## config.mk

```make
export PLATFORM = sky130hd
export DESIGN_NAME = por_reset_gen
export DESIGN_NICKNAME = d
export VERILOG_FILES = /design/src/rtl/por_pkg.sv /design/src/rtl/por_sync_filter.sv /design/src/rtl/por_stretch_count.sv /design/src/rtl/por_out_reg.sv /design/src/rtl/por_reset_gen.sv
export SDC_FILE = /design/constraint.sdc
export NUM_CORES = 1
export LEC_CHECK = 0
export BUFFER_PORTS_ARGS = -buffer_cell sky130_fd_sc_hd__buf_2
export CAP_MARGIN = 30
export CORE_MARGIN = 2
export CORE_UTILIZATION = 30
export CTS_BUF_LIST = sky130_fd_sc_hd__clkbuf_8 sky130_fd_sc_hd__clkbuf_16
export DETAILED_ROUTE_END_ITERATION = 8
export GPL_TIMING_DRIVEN = 0
export PLACE_DENSITY = 0.58
export SLEW_MARGIN = 40
export SYNTH_ARGS = -nofsm -noshare
export SYNTH_HDL_FRONTEND = slang
export SYNTH_SLANG_ARGS = --single-unit
```

## constraint.sdc

```tcl
create_clock -name clk_slow_i -period 1.95 [get_ports clk_slow_i]
set_clock_uncertainty 0.05 [all_clocks]
set_input_delay 0.39 -clock clk_slow_i [delete_from_list [all_inputs] [get_ports clk_slow_i]]
set_output_delay 0.39 -clock clk_slow_i [all_outputs]
set_load 0.01 [all_outputs]
```

## src/rtl/por_pkg.sv

```systemverilog
package por_pkg;
  localparam int unsigned POR_DEF_STAGES  = 3;
  localparam int unsigned POR_DEF_STRETCH = 32;

  function automatic int unsigned por_cnt_width(input int unsigned term);
    return (term < 2) ? 1 : $clog2(term + 1);
  endfunction
endpackage

```

## src/rtl/por_sync_filter.sv

```systemverilog
module por_sync_filter #(
  parameter int unsigned STAGES = por_pkg::POR_DEF_STAGES
) (
  input  logic clk_i,
  input  logic arst_ni,
  input  logic din_i,
  output logic all_ones_o
);
  logic [STAGES-1:0] stage_q;

  for (genvar i = 0; i < STAGES; i++) begin : g_stage
    if (i == 0) begin : g_head
      always_ff @(posedge clk_i or negedge arst_ni) begin
        if (!arst_ni) stage_q[0] <= 1'b0;
        else          stage_q[0] <= din_i;
      end
    end else begin : g_tail
      always_ff @(posedge clk_i or negedge arst_ni) begin
        if (!arst_ni) stage_q[i] <= 1'b0;
        else          stage_q[i] <= stage_q[i-1];
      end
    end
  end

  assign all_ones_o = &stage_q;


  zero_in_filter_chk: assert property (@(posedge clk_i) disable iff (!arst_ni)
    !din_i |=> !all_ones_o);
endmodule

```

## src/rtl/por_stretch_count.sv

```systemverilog
module por_stretch_count #(
  parameter int unsigned STRETCH = por_pkg::POR_DEF_STRETCH
) (
  input  logic clk_i,
  input  logic arst_ni,
  input  logic run_i,
  output logic done_o
);
  localparam int unsigned CW = por_pkg::por_cnt_width(STRETCH);
  localparam logic [CW-1:0] TERM = CW'(STRETCH);

  logic [CW-1:0] cnt_q;

  always_ff @(posedge clk_i or negedge arst_ni) begin
    if (!arst_ni)           cnt_q <= '0;
    else if (!run_i)        cnt_q <= '0;
    else if (cnt_q != TERM) cnt_q <= cnt_q + CW'(1);
  end

  assign done_o = (cnt_q == TERM);


  no_wrap_chk: assert property (@(posedge clk_i) disable iff (!arst_ni)
    (cnt_q == TERM) |=> (cnt_q == TERM) || (cnt_q == '0));

  single_step_chk: assert property (@(posedge clk_i) disable iff (!arst_ni)
    (cnt_q != '0) |-> (cnt_q == $past(cnt_q) + CW'(1)) || (cnt_q == $past(cnt_q)));

  restart_chk: assert property (@(posedge clk_i) disable iff (!arst_ni)
    !run_i |=> (cnt_q == '0));
endmodule

```

## src/rtl/por_out_reg.sv

```systemverilog
module por_out_reg (
  input  logic clk_i,
  input  logic arst_ni,
  input  logic release_i,
  output logic rst_no
);
  logic rst_q;

  always_ff @(posedge clk_i or negedge arst_ni) begin
    if (!arst_ni) rst_q <= 1'b0;
    else          rst_q <= release_i;
  end

  assign rst_no = rst_q;
endmodule

```

## src/rtl/por_reset_gen.sv

```systemverilog
module por_reset_gen #(
  parameter int unsigned STAGES  = por_pkg::POR_DEF_STAGES,
  parameter int unsigned STRETCH = por_pkg::POR_DEF_STRETCH,
  parameter bit          USE_PAD = 1'b1
) (
  input  logic clk_slow_i,
  input  logic pwr_good_i,
  input  logic pad_rst_ni,
  output logic rst_no
);
  logic filt_in;
  logic all_ones;
  logic cnt_done;

  if (USE_PAD) begin : g_pad
    assign filt_in = pad_rst_ni;
  end else begin : g_nopad
    assign filt_in = 1'b1;
  end

  por_sync_filter #(.STAGES(STAGES)) u_filter (
    .clk_i      (clk_slow_i),
    .arst_ni    (pwr_good_i),
    .din_i      (filt_in),
    .all_ones_o (all_ones)
  );

  por_stretch_count #(.STRETCH(STRETCH)) u_count (
    .clk_i   (clk_slow_i),
    .arst_ni (pwr_good_i),
    .run_i   (all_ones),
    .done_o  (cnt_done)
  );

  por_out_reg u_out (
    .clk_i     (clk_slow_i),
    .arst_ni   (pwr_good_i),
    .release_i (cnt_done & all_ones),
    .rst_no    (rst_no)
  );


  release_cause_chk: assert property (@(posedge clk_slow_i) disable iff (!pwr_good_i)
    $rose(rst_no) |-> $past(cnt_done && all_ones));

  filter_zero_holds_chk: assert property (@(posedge clk_slow_i) disable iff (!pwr_good_i)
    !all_ones |=> !rst_no);


  always_ff @(posedge clk_slow_i) begin
    if (!pwr_good_i) pg_low_chk: assert (!rst_no);
  end
endmodule

```

==> key figures, run 1 <==
Run status
  – Status: completed

Worst setup path
  – WP data required: 2.05 ns
  – Crit path from: u_count.cnt_q[0]$_DFFE_PN0P_
  – CP endpoint kind: flip-flop
  – Crit path kind: flip-flop to flip-flop
  – R2r startpoint: u_count.cnt_q[0]$_DFFE_PN0P_
  – Worst Setup Start Kind: flip-flop
  – Critical path arrival: between 1.5 and 2 ns
  – Flop2flop setup slack: around 0.47 ns
  – R2R depth: 5
  – RR Endpoint: u_count.cnt_q[1]$_DFFE_PN0P_
  – Worst-path maximum fanout: 6
  – Critical Path End: u_count.cnt_q[1]$_DFFE_PN0P_

Timing
  – Max Clk Rate: between 600 and 700 MHz
  – Final worst path period need: 1.48 ns
  – Hold Fails Final Rpt: 0
  – Final hold slack: 0.208 ns
  – Tcrit/Tclk final: 75.9%
  – Slew margin rel.: between 80% and 90%
  – Least-Margin Pin Slew: between 0.2 and 0.25 ns
  – RSZ-0062 raised after global routing: no
  – Pins over their slew limit: 0
  – Setup violations, final: 0
  – Setup TNS: 0 ns

Yosys
  – Post-synth top area share: between 50% and 60%
  – Synth area leader: dfrtp_1
  – Asr flop ratio synth: 100%
  – Syn_nets: 43
  – Distinct cells, synth: 18
  – Register area share after synthesis: a little under three fifths
  – Yosys reg bits: 10
  – Post-synthesis average cell area: 11.7 sq um
  – Largest cells by area after synthesis: dfrtp_1 56%, nand4bb_4 6.2%, ha_1 5.6%, nor3_1 5.6%, xor2_1 3.9%
  – Top_reg_cell synth: dfrtp_1
  – Number of flops mapped to enable cells by yosys: 0
  – Syn Std Cell Area: ~450 sq um
  – Post-Syn Instances: 38
  – YS warnings: 0
  – Cell with the most instances after synthesis: dfrtp_1
  – Synth cell count leaders: 10 x dfrtp_1, 5 x nor3_1, 3 x inv_1, 3 x nand3_1

Route
  – Post-route ant nets: 0
  – Number of iterations in the first detailed-routing pass: 2
  – Initial drt markers: 9
  – DRT Wirelength: just under 800 microns
  – Routed wire per std cell: 12.6 microns
  – Drt via density: 4.97
  – Drt drc: 0
  – Via count: between 300 and 400

Power
  – Peak VDD IR: roughly 0.42 mV
  – Cell area power density: between 900 and 1000 mW/mm^2
  – Leak Pwr: between 0.2 and 0.25 nW

CTS
  – Hold_buf cts: 1
  – CTS Buf Count: 3
  – Root buffer cell: clkbuf_8
  – CTS tree: yes
  – Post-CTS sizing: 0
  – Worst skew pair latency: 0.24 ns
  – Clock net sink count: 10
  – Post-CTS setup buffer count: 0
  – Reg clk slew, reported paths: 0.05 ns
  – CTS max path bufs: 2
  – Htree depth: 1

Global route
  – Vias in the first global route: about 300
  – Total track usage: between 10% and 20%
  – Global-route wire length before repair: approximately 1300 microns
  – GRT Residual Overflow: 0
  – Largest net degree at the start of global routing: 11
  – Initial antenna violation count: 0

Layout
  – Diodes inserted: 0
  – Ratio of cells with drive above 1 in the final layout: between 20% and 30%
  – Fillers: 132
  – Layout overhead on the synthesized area: 22.2%
  – Nets: 52

Die
  – Die Y: 42.5 microns
  – CORE AREA: 0.00135 sq mm
  – Top Ports: 4
  – Total Die Area: about 0.0018 sq mm
  – Initial Utilization: about a third
  – Die X: around 43 microns
  – FP Rows: 13

Place
  – Port bufs: 3
  – Final HPWL DP: between 500 and 600 microns
  – Routability cong.: slightly above 0.7

Min path
  – Hold depth: 1
  – Worst hold path class: input port to flip-flop

Flow run
  – Maxcap violations: 0
## kinds of logic (layout without fill, tap and decap cells)
family / count (synthesis) / count (layout) / synth area share (%)
flops: 10 / 10 / 56.2
compound gates: 4 / 4 / 5.62
fa+ha+maj: 2 / 2 / 5.62
xor+xnor: 3 / 3 / 5.90
buf+inv: 4 / 12 / 3.65
simple gates: 15 / 15 / 23.0
## cell type report
class | count | area (sq um) | share of cell area [%]
Buffer | 1 | 5.00 | 0.920
Clock buffer | 4 | 55.1 | 10.1
Inverter | 3 | 11.3 | 2.07
Multi-Input combinational cell | 24 | 179 | 32.9
Sequential cell | 10 | 250 | 46.0
Tap cell | 15 | 18.8 | 3.45
Timing Repair Buffer | 4 | 25.0 | 4.60
## how the worst min path moves through the flow
stage / slack (ns) / endpoint / start
final: 0.21 / u_filter.stage_q[0]$_DFF_PN0_ / pad_rst_ni
after global routing: 0.20 / u_filter.stage_q[0]$_DFF_PN0_ / pad_rst_ni
after CTS: 0.20 / u_filter.stage_q[0]$_DFF_PN0_ / pad_rst_ni
after detailed placement: 0.21 / u_out.rst_no$_DFF_PN0_ / pwr_good_i
after global placement: 0.21 / u_out.rst_no$_DFF_PN0_ / pwr_good_i
after floorplan: 0.04 / u_count.cnt_q[0]$_DFFE_PN0P_ / pwr_good_i
## routing by layer
layer	GRT usage, %	routed length, microns	vias up
li1	-	-	149
met1	12.7	385	142
met2	15.1	322	7
met3	2.59	22	5
met4	11.3	40	0
met5	0	0	-
## critical path, stage by stage (launching register included)
cell and delay (ns):
dfrtp_1 0.44, inv_1 0.09, ha_1 0.19, nand4bb_4 0.14, or4_1 0.41, o31ai_1 0.07
## flip-flops by register name, summed over array words and instances (netlist names)
signal,cells
u_filter.stage_q,3
u_count.cnt_q,6
u_out.rst_no,1
## power breakdown
group,total [W],switching [W],leakage (nW),internal [W]
clock network,0.000260,0.0000829,0.0288,0.000178
logic,0.0000136,0.00000834,0.0716,0.00000525
registers,0.000216,0.00000372,0.132,0.000212
## metrics by stage
stage | setup WS [ns] | power (W) | cell area (sq um) | util (%) | cells
finish | 0.469 | 0.000490 | 544 | 40.3 | 61
global placement | 0.476 | 0.000231 | 479 | 35.5 | 56
floorplan | 0.563 | 0.000224 | 445 | - | 38
detailed placement | 0.473 | 0.000232 | 479 | 35.5 | 56
CTS | 0.465 | 0.000502 | 544 | 40.3 | 61
global route | 0.407 | 0.000514 | 544 | 40.3 | 61
## layout by cell type, fill, tap and decap left out
master / instances
o21a_1: 1
o21ai_0: 1
xor2_1: 2
dlygate4sd3_1: 1
o31ai_1: 1
nand3_1: 3
nand3_2: 1
or4_1: 1
clkbuf_8: 4
or3_1: 1
buf_2: 3
nor2_1: 2
nand4bb_4: 1
ha_1: 2
clkbuf_2: 1
a21oi_1: 1
dfrtp_1: 10
nand2_1: 1
xnor2_1: 1
nor3_1: 5
inv_1: 3
Power figures use the tool's default switching activity.
==> run 2, diff against run 1 <==
==> constraint.sdc (replaced) <==
create_clock -name clk_slow_i -period 1.4 [get_ports clk_slow_i]
set_clock_uncertainty 0.05 [all_clocks]
set_input_delay 0.28 -clock clk_slow_i [delete_from_list [all_inputs] [get_ports clk_slow_i]]
set_output_delay 0.28 -clock clk_slow_i [all_outputs]
set_load 0.01 [all_outputs]
==> run 2 against run 1 <==
Net effect: die area unchanged; sequential share of layout area is 2.1 points lower; register-to-register slack worse by 0.42 ns; core utilization increased by 2.1 points; setup slack got worse by 0.42 ns; global-route usage increased by 0.089 points; critical path depth is the same; highest routed layer unchanged.
==> key figures, run 2 (same netlist as run 1, synthesis figures left out) <==
Min path
  – Worst hold path class: input port to flip-flop
  – Hold depth: 1 (unchanged)

Flow run
  – Maxcap violations: 0 (unchanged)

Worst setup path
  – Worst Setup Start Kind: flip-flop
  – Critical path arrival: 1.45 ns (-0.13 ns)
  – Crit path kind: flip-flop to flip-flop
  – Crit path cell chain: inv_2 > ha_4 > nand4bb_4 > or4_1 > o31ai_1
  – Crit path from: u_count.cnt_q[0]$_DFFE_PN0P_
  – CP peak stage delay: 0.41 ns (-0.03 ns)
  – Critical path's top delay family: simple AND/OR/NAND/NOR gates
  – Slowest-stage cell, CP: or4_1
  – Crit path buffers/inverters: 1 (unchanged)
  – Flop2flop setup slack: 0.05 ns (-0.42 ns)
  – R2r startpoint: u_count.cnt_q[0]$_DFFE_PN0P_
  – RR Endpoint: u_count.cnt_q[1]$_DFFE_PN0P_
  – WP data required: 1.50 ns (-0.55 ns)
  – CP endpoint kind: flip-flop
  – Critical Path End: u_count.cnt_q[1]$_DFFE_PN0P_
  – R2R depth: 5 (unchanged)
  – Critical Path Stages: 5 (unchanged)
  – Worst-path maximum fanout: 5 (-1)

Timing
  – Final worst slack: 0.0463 ns (-0.423 ns)
  – Max Clk Rate: 739 MHz (+9.4%)
  – Setup violations, final: 0 (unchanged)
  – RSZ-0062 raised after global routing: no
  – Pins over their slew limit: 0 (unchanged)
  – Slew margin rel.: 82.7% (-0.89 points)
  – Final hold slack: 0.0983 ns (-0.110 ns)
  – Least-Margin Pin Slew: 0.259 ns (+0.0134 ns)
  – Final worst path period need: 1.35 ns (-0.127 ns)
  – Tcrit/Tclk final: 96.7% (+21 points)
  – Hold Fails Final Rpt: 0 (unchanged)

Layout
  – Nets: 54 (+3.8%)
  – Fillers: 129 (-2.3%)
  – Top reg by flops: u_count.cnt_q
  – Final Instance Area: 573 sq um (+5.3%)
  – Largest register FFs: 6 (unchanged)
  – Diodes inserted: 0 (unchanged)
  – Area of the multi-input gates: 191 sq um (+7.0%)
  – Commonest non-fill, non-tap cells in the layout: 9 x dfrtp_1, 5 x nor3_1, 4 x clkbuf_8
  – Reg area: 251 sq um (+0.50%)
  – Ratio of cells with drive above 1 in the final layout: 33.3% (+12 points)
  – Most common cell after layout, fill and taps aside: dfrtp_1
  – Layout overhead on the synthesized area: 28.7%

CTS
  – CTS max path bufs: 2 (unchanged)
  – Worst skew pair latency: 0.24 ns (about the same)
  – Clock net sink count: 10 (unchanged)
  – CTS tree: yes
  – CTS Buf Count: 3 (unchanged)
  – Root buffer cell: clkbuf_8
  – Reg clk slew, reported paths: 0.05 ns (about the same)
  – Htree depth: 1 (unchanged)

Place
  – Placed inst area: 479 sq um (unchanged)
  – DP Worst Slack: -0.0765 ns (-0.550 ns)
  – Port bufs: 3 (unchanged)
  – Final HPWL DP: 521 microns (unchanged)
  – Routability cong.: 0.727 (unchanged)

Die
  – Die X: 42.5 microns (unchanged)
  – FP Rows: 13 (unchanged)
  – Initial Utilization: 33.0% (unchanged)
  – Top Ports: 4 (unchanged)
  – Total Die Area: 0.00181 sq mm (unchanged)
  – Die Y: 42.5 microns (unchanged)
  – CORE AREA: 0.00135 sq mm (unchanged)

Run status
  – Status: completed

Route
  – Number of iterations in the first detailed-routing pass: 2 (unchanged)
  – DRT Wirelength: 777 microns (+0.78%)
  – Via count: 313 (+3.3%)
  – Routed wire per std cell: 12.3 microns (-2.4%)
  – Drt drc: 0 (unchanged)
  – Post-route ant nets: 0 (unchanged)
  – Initial drt markers: 6 (-3)
  – Drt via density: 4.97 (about the same)

Global route
  – Total track usage: 10.8% (+0.089 points)
  – Largest net degree at the start of global routing: 11 (unchanged)
  – Global-route wire length before repair: 1370 microns (+2.1%)
  – Vias in the first global route: 304 (+1.7%)
  – GRT Residual Overflow: 0 (unchanged)
  – Initial antenna violation count: 0 (unchanged)

Power
  – Leak Pwr: 0.243 nW (+4.7%)
  – Cell area power density: 1200 mW/mm^2 (+33%)
  – Peak VDD IR: 0.584 mV (+39%)
run 2: changes by cell type in the layout (fill, tap and decap cells not counted):
cell / change
inv_2: +2
ha_1: -1
inv_1: -2
buf_4: +2
dfrtp_2: +1
dfrtp_1: -1
ha_4: +1
run 2: routing by layer:
metal | share of wire [%] | track usage, % | up-vias
met2 | 44 | 15.4 | 7
met1 | 48 | 12.7 | 148
met3 | 2.8 | 2.59 | 5
li1 | - | - | 153
met4 | 5.1 | 11.3 | 0
met5 | 0 | 0 | -
run 2: cell type report:
type	count	area share, %
Timing Repair Buffer	6	6.99
Inverter	3	1.97
Tap cell	15	3.28
Sequential cell	10	43.9
Clock buffer	4	9.61
Buffer	1	0.873
Multi-Input combinational cell	24	33.4
run 2: through the flow:
step | total power, W | setup TNS [ns] | std cells | utilization (%)
2_1_floorplan | 0.000312 | 0 | 38 | -
3_3_place_gp | 0.000322 | -0.0745 | 56 | 35.5
3_5_place_dp | 0.000323 | -0.0765 | 56 | 35.5
4_1_cts | 0.000701 | 0 | 63 | 41.7
5_1_grt | 0.000721 | 0 | 63 | 42.4
6_report | 0.000686 | 0 | 63 | 42.4
run 2: worst min-delay path by stage:
stage	startpoint	endpoint	slack, ns
final	pad_rst_ni	u_filter.stage_q[0]$_DFF_PN0_	0.1
after global routing	pad_rst_ni	u_filter.stage_q[0]$_DFF_PN0_	0.09
after CTS	pad_rst_ni	u_filter.stage_q[0]$_DFF_PN0_	0.09
after detailed placement	pwr_good_i	u_out.rst_no$_DFF_PN0_	0.10
after global placement	pwr_good_i	u_out.rst_no$_DFF_PN0_	0.10
after floorplan	pwr_good_i	u_count.cnt_q[0]$_DFFE_PN0P_	-0.07
run 2: power breakdown:
part            total, W  switching (W)  internal (W)
Combinational  0.0000250      0.0000144     0.0000106
Clock           0.000362       0.000114      0.000247
Sequential      0.000299     0.00000355      0.000296
run 2: repair_timing:
action / 4_1_cts / 5_1_grt
buffers inserted: 2 / 0
hold buffers: 1 / 0
cloned: 0 / 0
pin swaps: 0 / 0
gates resized for setup: 2 / 3
endpoints found under the hold margin: 10 / 0
setup endpoints to repair: 1 / 1
==> run 3, diff against run 2 <==
==> constraint.sdc (replaced) <==
create_clock -name clk_slow_i -period 1.39 [get_ports clk_slow_i]
set_clock_uncertainty 0.05 [all_clocks]
set_input_delay 0.278 -clock clk_slow_i [delete_from_list [all_inputs] [get_ports clk_slow_i]]
set_output_delay 0.278 -clock clk_slow_i [all_outputs]
set_load 0.01 [all_outputs]
==> run 3 against run 2 <==
Net effect: via count unchanged; routed wire length stayed put; highest routed layer unchanged; combinational power barely moved; first-iteration DRC count did not move.
==> key figures, run 3 (same netlist as run 1, synthesis figures left out) <==
Run status
  – Status: completed

Power
  – Switch share: 19.3% (about the same)
  – Tot Pwr: 0.000691 W (+0.72%)
  – Gate power share: 3.6% (about the same)
  – Peak VDD IR: 0.588 mV (+0.72%)
  – Sw Pwr: 0.000133 W (+0.72%)
  – Cell area power density: 1210 mW/mm^2 (+0.72%)
  – Reg power frac: 43.6% (about the same)
  – Internal: 0.000558 W (+0.72%)
  – Leak Pwr: 0.243 nW (unchanged)
  – Clock Power Share: 52.7% (about the same)

Die
  – Total Die Area: 0.00181 sq mm (unchanged)
  – Top Ports: 4 (unchanged)
  – FP Rows: 13 (unchanged)
  – Die X: 42.5 microns (unchanged)
  – Die Y: 42.5 microns (unchanged)
  – Initial Utilization: 33.0% (unchanged)
  – CORE AREA: 0.00135 sq mm (unchanged)

Layout
  – Area of the multi-input gates: 191 sq um (unchanged)
  – Ratio of cells with drive above 1 in the final layout: 33.3% (unchanged)
  – Most common cell after layout, fill and taps aside: dfrtp_1
  – Diodes inserted: 0 (unchanged)
  – Reg area: 251 sq um (unchanged)
  – Largest register FFs: 6 (unchanged)
  – Layout overhead on the synthesized area: 28.7% (unchanged)
  – Fin cells: 63 (unchanged)
  – Commonest non-fill, non-tap cells in the layout: 9 x dfrtp_1, 5 x nor3_1, 4 x clkbuf_8
  – Top reg by flops: u_count.cnt_q
  – Nets: 54 (unchanged)
  – Final Instance Area: 573 sq um (unchanged)
  – Fillers: 129 (unchanged)

Place
  – Routability cong.: 0.727 (unchanged)
  – Placed inst area: 479 sq um (unchanged)
  – Placed Instances: 56 (unchanged)
  – DP Worst Slack: -0.0865 ns (-0.0100 ns)
  – Final HPWL DP: 521 microns (unchanged)
  – Port bufs: 3 (unchanged)

Timing
  – RSZ-0062 raised after global routing: yes
  – Tcrit/Tclk final: 97.4% (+0.70 points)
  – Hold Fails Final Rpt: 0 (unchanged)
  – Slew margin rel.: 82.7% (unchanged)
  – Final worst path period need: 1.35 ns (unchanged)
  – Max Clk Rate: 739 MHz (unchanged)
  – Setup violations, final: 0 (unchanged)
  – Final worst slack: 0.0363 ns (-0.0100 ns)
  – Pins over their slew limit: 0 (unchanged)
  – Least-Margin Pin Slew: 0.259 ns (unchanged)

Route
  – Number of iterations in the first detailed-routing pass: 2 (unchanged)
  – Post-route ant nets: 0 (unchanged)
  – Drt via density: 4.97 (unchanged)
  – DRT Wirelength: 777 microns (unchanged)
  – Initial drt markers: 6 (unchanged)
  – Drt drc: 0 (unchanged)
  – Routed wire per std cell: 12.3 microns (unchanged)
  – Via count: 313 (unchanged)

Worst setup path
  – Worst-path maximum fanout: 5 (unchanged)
  – RR Endpoint: u_count.cnt_q[1]$_DFFE_PN0P_
  – WP data required: 1.49 ns (about the same)
  – Worst Setup Start Kind: flip-flop
  – R2R depth: 5 (unchanged)
  – R2r startpoint: u_count.cnt_q[0]$_DFFE_PN0P_
  – Crit path kind: flip-flop to flip-flop
  – Critical path arrival: 1.45 ns (about the same)
  – Flop2flop setup slack: 0.04 ns (about the same)
  – CP endpoint kind: flip-flop

CTS
  – CTS Buf Count: 3 (unchanged)
  – Root buffer cell: clkbuf_8
  – Clock net sink count: 10 (unchanged)
  – CTS max path bufs: 2 (unchanged)
  – Worst skew pair latency: 0.24 ns (about the same)
  – CTS tree: yes
  – Reg clk slew, reported paths: 0.05 ns (about the same)
  – Htree depth: 1 (unchanged)

Global route
  – Vias in the first global route: 304 (unchanged)
  – Global-route wire length before repair: 1370 microns (unchanged)
  – Largest net degree at the start of global routing: 11 (unchanged)
  – Total track usage: 10.8% (unchanged)
  – Initial antenna violation count: 0 (unchanged)
  – GRT Residual Overflow: 0 (unchanged)

Min path
  – Hold depth: 1 (unchanged)
  – Hold_sp: pad_rst_ni
  – Hold Path Sink: u_filter.stage_q[0]$_DFF_PN0_
  – Worst hold path class: input port to flip-flop

Flow run
  – Maxcap violations: 0 (unchanged)
run 3: area by class of cell:
class,count,share of cell area [%]
well taps,15,3.28
plain buffers,1,0.873
repair buffers,6,6.99
clock buffers,4,9.61
inverters,3,1.97
flip-flops and latches,10,43.9
multi-input cells,24,33.4
run 3: timing repair:
action | CTS | global route
setup endpoints to repair | 1 | 1
hold endpoints to repair | 10 | 0
gates resized for setup | 3 | 2
setup buffers | 2 | 0
hold buffers | 1 | 0
run 3: worst max-delay path: stages (launching register included):
cell	delay, ns
dfrtp_2	0.40
inv_2	0.07
ha_4	0.13
nand4bb_4	0.13
or4_1	0.41
o31ai_1	0.07
run 3: power groups by stage:
| stage | clock [W] | sequential [W] | combinational, W |
|---|---|---|---|
| after floorplan | 0 | 0.000306 | 0.00000760 |
| after global placement | 0 | 0.000307 | 0.0000169 |
| after detailed placement | 0 | 0.000307 | 0.0000175 |
| after CTS | 0.000381 | 0.000301 | 0.0000240 |
| after global routing | 0.000395 | 0.000302 | 0.0000292 |
| final | 0.000364 | 0.000302 | 0.0000252 |
run 3: per-layer routing:
metal	GRT usage, %	vias to the layer above	part of all wire (%)
met4	11.3	0	5.1
met2	15.4	7	44
li1	-	153	-
met5	0	-	0
met3	2.59	5	2.8
met1	12.7	148	48
run 3: worst max path at each step:
| stage | startpoint | endpoint | slack [ns] | depth (start not counted) |
|---|---|---|---|---|
| 5_1_grt | u_count.cnt_q[0]$_DFFE_PN0P_ | u_count.cnt_q[1]$_DFFE_PN0P_ | -0.008 | 5 |
| 2_1_floorplan | u_count.cnt_q[0]$_DFFE_PN0P_ | u_count.cnt_q[1]$_DFFE_PN0P_ | 0.003 | 5 |
| 6_report | u_count.cnt_q[0]$_DFFE_PN0P_ | u_count.cnt_q[1]$_DFFE_PN0P_ | 0.04 | 5 |
| 3_5_place_dp | u_count.cnt_q[0]$_DFFE_PN0P_ | u_count.cnt_q[1]$_DFFE_PN0P_ | -0.09 | 5 |
| 4_1_cts | u_count.cnt_q[1]$_DFFE_PN0P_ | u_count.cnt_q[1]$_DFFE_PN0P_ | -0.007 | 5 |
| 3_3_place_gp | u_count.cnt_q[0]$_DFFE_PN0P_ | u_count.cnt_q[1]$_DFFE_PN0P_ | -0.08 | 5 |
run 3: stage by stage:
stage / TNS, ns / util, % / hold slack, ns
3_5_place_dp: -0.0865 / 35.5 / 0.101
6_report: 0 / 42.4 / 0.0963
2_1_floorplan: 0 / - / -0.0676
5_1_grt: -0.00785 / 42.4 / 0.0891
3_3_place_gp: -0.0845 / 35.5 / 0.0985
4_1_cts: -0.00745 / 41.7 / 0.0903
